<file path="config.mk">
export PLATFORM = sky130hd
export DESIGN_NAME = stall_watch
export DESIGN_NICKNAME = d
export VERILOG_FILES = /design/src/rtl/stall_watch_pkg.sv /design/src/rtl/sw_tick_div.sv /design/src/rtl/sw_stall_cnt.sv /design/src/rtl/sw_channel.sv /design/src/rtl/stall_watch.sv
export SDC_FILE = /design/constraint.sdc
export NUM_CORES = 1
export LEC_CHECK = 0
export ABC_AREA = 0
export BUFFER_PORTS_ARGS = -buffer_cell sky130_fd_sc_hd__buf_2
export CORE_MARGIN = 3
export CORE_UTILIZATION = 45
export CTS_CLUSTER_SIZE = 24
export DETAILED_ROUTE_END_ITERATION = 7
export GPL_ROUTABILITY_DRIVEN = 0
export GPL_TIMING_DRIVEN = 0
export SLEW_MARGIN = 20
export SYNTH_ARGS = -nofsm -noshare
export SYNTH_HDL_FRONTEND = slang
export SYNTH_HIERARCHICAL = 1
export SYNTH_SLANG_ARGS = --single-unit
</file>
<file path="constraint.sdc">
create_clock -name clk -period 3.9 [get_ports clk]
set_input_delay 0.195 -clock clk [delete_from_list [all_inputs] [get_ports clk]]
set_output_delay 0.195 -clock clk [all_outputs]
set_load 0.02 [all_outputs]
</file>
<file path="src/rtl/stall_watch_pkg.sv">
package stall_watch_pkg;

    localparam int unsigned RX_CH = 0;
    localparam int unsigned TX_CH = 1;

    // Prescaler period for a given shift, never below one cycle.
    function automatic int unsigned tick_limit(int unsigned base, int unsigned sh);
        int unsigned r;
        r = base >> sh;
        return (r == 0) ? 1 : r;
    endfunction

endpackage

</file>
<file path="src/rtl/sw_tick_div.sv">
module sw_tick_div #(
    parameter int unsigned BASE_COUNT = 8000,
    parameter int unsigned SHIFT_W    = 3,
    parameter int unsigned CNT_W      = $clog2(BASE_COUNT + 1)
) (
    input  logic               clk,
    input  logic               rst_n,
    input  logic               run,
    input  logic [SHIFT_W-1:0] shift,
    output logic               wrap
);
    import stall_watch_pkg::*;

    typedef struct packed {
        logic [CNT_W-1:0] tick;
    } div_st_t;

    div_st_t st_d, st_q;
    logic [CNT_W-1:0] lim;

    always_comb begin
        lim  = CNT_W'(tick_limit(BASE_COUNT, 32'(shift)));
        wrap = run && (st_q.tick >= lim - 1'b1);
        st_d = st_q;
        if (!run || wrap) begin
            st_d.tick = '0;
        end else begin
            st_d.tick = st_q.tick + 1'b1;
        end
    end

    always_ff @(posedge clk) begin
        if (!rst_n) begin
            st_q <= '0;
        end else begin
            st_q <= st_d;
        end
    end

    AST_WRAP_RESTARTS: assert property (@(posedge clk) disable iff (!rst_n)
        wrap |=> (st_q.tick == '0));
    AST_TICK_IN_RANGE: assert property (@(posedge clk) disable iff (!rst_n)
        st_q.tick <= CNT_W'(BASE_COUNT - 1));
    AST_IDLE_CLEARS_TICK: assert property (@(posedge clk) disable iff (!rst_n)
        !run |=> (st_q.tick == '0));

endmodule

</file>
<file path="src/rtl/sw_stall_cnt.sv">
module sw_stall_cnt #(
    parameter int unsigned THR_W = 8
) (
    input  logic             clk,
    input  logic             rst_n,
    input  logic             en,
    input  logic             act,
    input  logic             wrap,
    input  logic [THR_W-1:0] thr,
    input  logic             clr,
    output logic             hung
);
    localparam logic [THR_W-1:0] TO_MAX = '1;

    typedef struct packed {
        logic [THR_W-1:0] to;
        logic             fired;
        logic             hung;
    } cnt_st_t;

    cnt_st_t st_d, st_q;
    logic    set_now;

    always_comb begin
        st_d    = st_q;
        set_now = en && !act && !st_q.fired && (st_q.to > thr);
        st_d.hung = (st_q.hung && !clr) || set_now;
        if (!en || act) begin
            st_d.to    = '0;
            st_d.fired = 1'b0;
        end else begin
            st_d.fired = st_q.fired || set_now;
            if (wrap && (st_q.to != TO_MAX)) begin
                st_d.to = st_q.to + 1'b1;
            end
        end
    end

    always_ff @(posedge clk) begin
        if (!rst_n) begin
            st_q <= '0;
        end else begin
            st_q <= st_d;
        end
    end

    assign hung = st_q.hung;

    AST_STICKY_HUNG: assert property (@(posedge clk) disable iff (!rst_n)
        (st_q.hung && !clr) |=> st_q.hung);
    AST_DISABLED_NO_RISE: assert property (@(posedge clk) disable iff (!rst_n)
        (!en && !st_q.hung) |=> !st_q.hung);
    AST_RISE_NEEDS_TIMEOUT: assert property (@(posedge clk) disable iff (!rst_n)
        $rose(st_q.hung) |-> ($past(st_q.to) > $past(thr)));
    AST_NO_OVERFLOW: assert property (@(posedge clk) disable iff (!rst_n)
        (en && !act && wrap && (st_q.to == TO_MAX)) |=> (st_q.to == TO_MAX));
    AST_ACT_CLEARS_TO: assert property (@(posedge clk) disable iff (!rst_n)
        (en && act) |=> (st_q.to == '0));
    AST_ONCE_PER_STALL: assert property (@(posedge clk) disable iff (!rst_n)
        (st_q.fired && en && !act) |=> !$rose(st_q.hung));
    AST_DISABLE_RESETS: assert property (@(posedge clk) disable iff (!rst_n)
        !en |=> ((st_q.to == '0) && !st_q.fired));

endmodule

</file>
<file path="src/rtl/sw_channel.sv">
module sw_channel #(
    parameter int unsigned BASE_COUNT = 8000,
    parameter int unsigned THR_W      = 8,
    parameter int unsigned SHIFT_W    = 3
) (
    input  logic               clk,
    input  logic               rst_n,
    input  logic               act,
    input  logic               en,
    input  logic [THR_W-1:0]   thr,
    input  logic [SHIFT_W-1:0] shift,
    input  logic               clr,
    output logic               hung
);
    logic run;
    logic wrap;

    assign run = en && !act;

    sw_tick_div #(
        .BASE_COUNT (BASE_COUNT),
        .SHIFT_W    (SHIFT_W)
    ) u_div (
        .clk   (clk),
        .rst_n (rst_n),
        .run   (run),
        .shift (shift),
        .wrap  (wrap)
    );

    sw_stall_cnt #(
        .THR_W (THR_W)
    ) u_cnt (
        .clk   (clk),
        .rst_n (rst_n),
        .en    (en),
        .act   (act),
        .wrap  (wrap),
        .thr   (thr),
        .clr   (clr),
        .hung  (hung)
    );

    AST_WRAP_ONLY_RUNNING: assert property (@(posedge clk) disable iff (!rst_n)
        wrap |-> (en && !act));

endmodule

</file>
<file path="src/rtl/stall_watch.sv">
module stall_watch #(
    parameter int unsigned NUM_CH     = 2,
    parameter int unsigned BASE_COUNT = 8000,
    parameter int unsigned THR_W      = 8,
    parameter int unsigned SHIFT_W    = 3
) (
    input  logic                        clk,
    input  logic                        rst_n,
    input  logic [NUM_CH-1:0]           act_i,
    input  logic [NUM_CH-1:0]           en_i,
    input  logic [NUM_CH*THR_W-1:0]     thr_i,
    input  logic [NUM_CH*SHIFT_W-1:0]   shift_i,
    input  logic [NUM_CH-1:0]           clr_i,
    output logic [NUM_CH-1:0]           hung_o
);
    for (genvar c = 0; c < NUM_CH; c++) begin : g_ch
        sw_channel #(
            .BASE_COUNT (BASE_COUNT),
            .THR_W      (THR_W),
            .SHIFT_W    (SHIFT_W)
        ) u_ch (
            .clk   (clk),
            .rst_n (rst_n),
            .act   (act_i[c]),
            .en    (en_i[c]),
            .thr   (thr_i[c*THR_W +: THR_W]),
            .shift (shift_i[c*SHIFT_W +: SHIFT_W]),
            .clr   (clr_i[c]),
            .hung  (hung_o[c])
        );
    end

    AST_RESET_LOW: assert property (@(posedge clk)
        !rst_n |=> (hung_o == '0));

endmodule

</file>
-- Word level (Yosys, flattened, before mapping)
Index checks and enable logic that the tools add are counted.
- add/sub/neg operators: 6
- multiply operators: 0
- divide/modulo/power cells: 0
- order comparisons: 4
- equal/unequal tests: 2
- shift operators: 2
- mux-type cells: 2
- bitwise logic cells: 1
- reduce and logical (&&, ||, !) cells: 36
- operators by type and width (kind ; count):
    $logic_not 32->1 ; 2
    $shr 13x3->32 const A ; 2
    $add 13x1->13 const B ; 2
    $ge 13x13->1 ; 2
    $mux 13 ; 2
    $sub 13x1->13 const B ; 2
    $add 8x1->8 const B ; 2
    $gt 8x8->1 ; 2
    $ne 8x8->1 const B ; 2
    $logic_and 1x1->1 ; 12
    $logic_not 1->1 ; 10
    $logic_or 1x1->1 ; 8
    $reduce_or 2->1 ; 4
    $not 1->1 ; 1
- register bits: 46
- bits in latches: 0
- RAM bits: 0
- bits in read-only memories: 0
- input bits: 30
- output and inout port bits: 2
- logic and storage cells: 61
- memories: 0

-- Longest topological paths before layout
- word-level depth: 8
- depth in mapped cells: 16
- depth with buffers taken out: 15

-- By module
The synthesis kept the hierarchy.
- by module, submodules not included (module ; instances ; cells each ; area an instance (um^2) ; seq. area each (um^2)):
    sw_tick_div ; 2 ; 122 ; 1101.1 ; 260.2
    sw_stall_cnt ; 2 ; 78 ; 666.9 ; 200.2
    sw_channel ; 2 ; 1 ; 13.8 ; 0.0

-- Least setup slack after synthesis
No wires, ideal clock.
- path kind: input-to-reg
- from: input port shift_i[1]
- to: register g_ch[0].u_ch/u_cnt/st_q[6] (netlist bit)
- setup time: 0.125 ns
- data arrival time: 2.952 ns
- required time: 3.775 ns
- path slack: 0.823 ns
- cell stages on the path: 15
- buffers on the path: 1
- cell sequence: clkbuf_1 -> nor2b_1 -> nand2_1 -> ha_1 -> a21oi_1 -> nor2_1 -> ha_1 -> nand3_1 -> o21bai_4 -> a2111oi_4 -> o31a_1 -> and4_2 -> o21ai_0 -> xor2_1 -> nor2_1
- cells in the longest elaborated chain, start to end: 7
- RTL lines (what ; RTL line ; RTL):
    from (decl) ; stall_watch.sv:12 ; input logic [NUM_CH*SHIFT_W-1:0] shift_i,
    $shr 13x3->32 * ; stall_watch_pkg.sv:9 ; r = base >> sh;
    $logic_not 32->1 ; stall_watch_pkg.sv:10 ; return (r == 0) ? 1 : r;
    $mux 13 * ; stall_watch_pkg.sv:10 ;
    $sub 13x1->13 * ; sw_tick_div.sv:23 ; wrap = run && (st_q.tick >= lim - 1'b1);
    $ge 13x13->1 * ; sw_tick_div.sv:23 ;
    $logic_and 1x1->1 * ; sw_tick_div.sv:23 ;
    net g_ch[0].u_ch.wrap ; sw_channel.sv:16 ; logic wrap;
    $logic_and 1x1->1 * ; sw_stall_cnt.sv:33 ; if (wrap && (st_q.to != TO_MAX)) begin
    to (signal assigned) ; sw_stall_cnt.sv:43 ; st_q <= st_d;
    to (decl) ; sw_stall_cnt.sv:21 ; cnt_st_t st_d, st_q;
Mark *: on every way through the listed nets, which the timed path passes. The rest lies on a longest branch.
A chain may end at the register's enable or synchronous reset.

-- Worst setup path in the final report
- from: input port shift_i[4]
- to: register g_ch[1].u_ch/u_cnt/st_q[6] (netlist bit)
- cells in the longest elaborated chain, start to end: 7
- RTL lines (what ; RTL line):
    $shr 13x3->32 * ; stall_watch_pkg.sv:9
    $logic_not 32->1 ; stall_watch_pkg.sv:10
    $mux 13 * ; stall_watch_pkg.sv:10
    $sub 13x1->13 * ; sw_tick_div.sv:23
    $ge 13x13->1 * ; sw_tick_div.sv:23
    $logic_and 1x1->1 * ; sw_tick_div.sv:23
    net g_ch[1].u_ch.wrap ; sw_channel.sv:16
    $logic_and 1x1->1 * ; sw_stall_cnt.sv:33
    to (signal assigned) ; sw_stall_cnt.sv:43
    to (decl) ; sw_stall_cnt.sv:21
Marked as above.

==> impl_metrics.py <==
metrics = {
    "run_status": {
        "outcome": "complete, no violations",
    },
    "global_routing": {
        "antenna_found_initial": 0,
        "grt_pass1_wl_microns": 13200,
        "grt_pass1_vias": 2869,
        "grt_usage_pct": 18.0,
        "overflow": 0,
        "grt_max_degree": 15,
    },
    "timing": {
        "setup_tns_ps": 0,
        "setup_viol_count_final": 0,
        "hold_violations": 0,
        "slew_violations": 0,
        "skew_ps": 11.9,
        "clock.fmax_mhz": 317,
        "fin_crit_ps": 3160,
        "tightest_slew_ps": 430,
        "min_period_over_period_pct": 81.0,
        "rsz0062_at_grt": "false",
        "hold_ws_ps": 225,
        "slew-limit-headroom_pct": 71.3,
    },
    "job": {
        "maxCapViolCount": 0,
    },
    "power_and_ir_drop": {
        "vdd_drop_max_uv": 163,
        "total_power_mw": 0.936,
        "p_leak_nw": 1.52,
        "power.density_mw_per_mm2": 238,
    },
    "synth": {
        "ys_ff_latch": 46,
        "yosysWarnings": 6,
        "async_flop_share_pct": 0,
        "synth_cell_types": 43,
        "ys.flop_type": "dfxtp_1",
        "syn_area_sq_mm": 0.00356,
        "ys_seq_area_share_pct": 25.8,
        "syn-num-nets": 480,
        "synth_edf_count": 0,
        "syn_inst": 402,
        "syn-mean-instance-area_sq_um": 8.86,
    },
    "detailed_routing": {
        "drc": 0,
        "routed-via-count": 2987,
        "vias_per_cell": 5.57,
        "ant_nets": 0,
        "wl_per_cell_microns": 13.6,
        "drtIter0Drc": 162,
        "dr.pass1.iters": 4,
        "wl_microns": 7300,
    },
    "min_path": {
        "min_path_type": "in -> reg",
        "whs_path_depth": 3,
    },
    "setup_path": {
        "path_max_fanout": 10,
        "rr_worst_depth": 9,
        "crit_required_ps": 4130,
        "critical_path_class": "in -> reg",
        "endpoint_kind": "flop",
        "cp.arrival_ps": 3390,
        "startpoint_type": "input pin",
    },
    "cells_and_area": {
        "nets": 514,
        "final_area_sq_mm": 0.00393,
        "layout-drive-gt1-share_pct": 17.8,
        "syn2layout_area_growth_pct": 10.4,
        "antenna_cells": 0,
        "multiInputGateArea_sq_mm": 0.00246,
        "seqCellArea_sq_um": 921,
        "fill_cells": 715,
    },
    "clock_network": {
        "ctsRootBufferMaster": "clkbuf_8",
        "clkTransAtPathRegs_ps": 90,
        "cts_num_sinks": 46,
        "htree_levels": 2,
        "cts_buffers": 5,
        "hold_buffers": 0,
        "insertion_delay_ps": 300,
        "cts_buffer_depth": 2,
        "cts_tree": "built",
        "cts_resized": 0,
        "post_cts.repair.setup_buffers": 0,
    },
    "place": {
        "post_dp_cell_area_sq_mm": 0.00382,
        "io_buffer_count": 27,
        "detailed_place_hpwl_microns": 5650,
    },
    "floorplan": {
        "dieArea_sq_mm": 0.00902,
        "die_w_microns": 95.0,
        "ios": 32,
        "core_sq_mm": 0.00745,
        "initial_core_util_pct": 47.8,
        "row_count": 31,
        "die_y_microns": 95.0,
    },
}
cells in the mapped netlist, types with 4 or more instances:
master	n	area share [%]
o2111ai_1	4	0.98
nor4_2	20	7.0
clkbuf_1	8	0.84
and3_1	4	0.70
ha_1	48	17
nand4_1	14	2.5
a21o_1	6	1.3
nor4_1	8	1.4
nor3_1	14	2.0
xor2_1	10	2.5
a21oi_1	16	2.2
nor2b_1	8	1.4
mux2i_1	4	1.1
o31a_1	4	0.98
nand2_1	30	3.2
nor3b_1	4	0.84
buf_6	4	1.3
o21ai_0	12	1.7
nor2_1	34	3.6
inv_1	26	2.7
o211ai_1	4	0.84
nand3_1	12	1.7
dfxtp_1	46	26
xnor2_1	24	5.9
sequential cells by signal (all words and copies together), names as in the netlist:
signal                flops
g_ch.u_ch/u_cnt/hung      2
g_ch.u_ch/u_div/st_q     26
g_ch.u_ch/u_cnt/st_q     18
critical path: stages:
cell	delay (ps)
clkbuf_1	290
nor2b_1	230
nand2_1	140
ha_1	270
a21oi_1	140
nor2_1	60
ha_1	300
nand3_1	100
o21bai_4	200
a2111oi_4	480
o31a_1	380
and4_2	250
o21ai_0	90
xor2_1	150
nor2_1	100
layer usage:
layer  track usage (%)  up-vias  routed length (microns)
met3              2.63        4                      237
li1                  -     1532                        -
met4              3.61        0                       60
met1              25.8     1397                     3690
met5                 0        -                        0
met2              28.7       54                     3310
final cells by class:
class | instances | area share (%)
multi-input combinational | 316 | 62.6
tap | 99 | 3.15
buffer | 14 | 2.16
inverter | 26 | 2.48
timing repair buffer | 27 | 3.44
clock buffer | 6 | 1.85
sequential | 46 | 23.4
clock inverter | 2 | 0.955
placed cells by master, fill, tap and decap left out, drive strengths merged, types with 4 or more instances in the layout:
master   instances
a211oi           4
a21o             6
a21oi           16
and3             6
buf             33
clkbuf          14
dfxtp           46
ha              48
inv             26
mux2i            4
nand2           30
nand3           12
nand4           16
nor2            34
nor2b           10
nor3            14
nor3b            4
nor4            28
o2111ai          4
o211ai           4
o21ai           14
o31a             4
xnor2           24
xor2            10
metrics by stage:
step                worst slack, ps  cells  utilization [%]
floorplan                       823    402                -
global placement                478    528             51.3
detailed placement              421    528             51.3
CTS                             747    536             52.8
global route                    403    536             52.8
finish                          741    536             52.8
final timing paths:
path | start | slack, ps | end
setup reg to reg | g_ch[0].u_ch/u_div/st_q[3] | 1360 | g_ch[0].u_ch/u_cnt/st_q[6]
hold reg to reg | g_ch[1].u_ch/u_cnt/st_q[1] | 520 | g_ch[1].u_ch/u_cnt/st_q[1]
hold / removal | rst_n | 220 | g_ch[0].u_ch/u_cnt/hung
setup / recovery | shift_i[4] | 740 | g_ch[1].u_ch/u_cnt/st_q[6]
cells by family (layout without fill, tap and decap cells):
kind of cell    Yosys count  after routing  synth area share [%]
compound gates           64             64                  14.0
xor+xnor                 34             34                  8.36
flops                    46             46                  25.8
buf+inv                  40             75                  5.13
mux                       4              4                  1.12
fa+ha+maj                48             48                  16.9
simple gates            166            166                  28.7
where the power goes:
part	total [mW]	switching, mW	internal (mW)
Combinational	0.105	0.0601	0.0452
Sequential	0.472	0.00176	0.470
Clock	0.358	0.167	0.191
Total	0.936	0.229	0.707
Note: power is estimated with default switching activity, not from simulation.
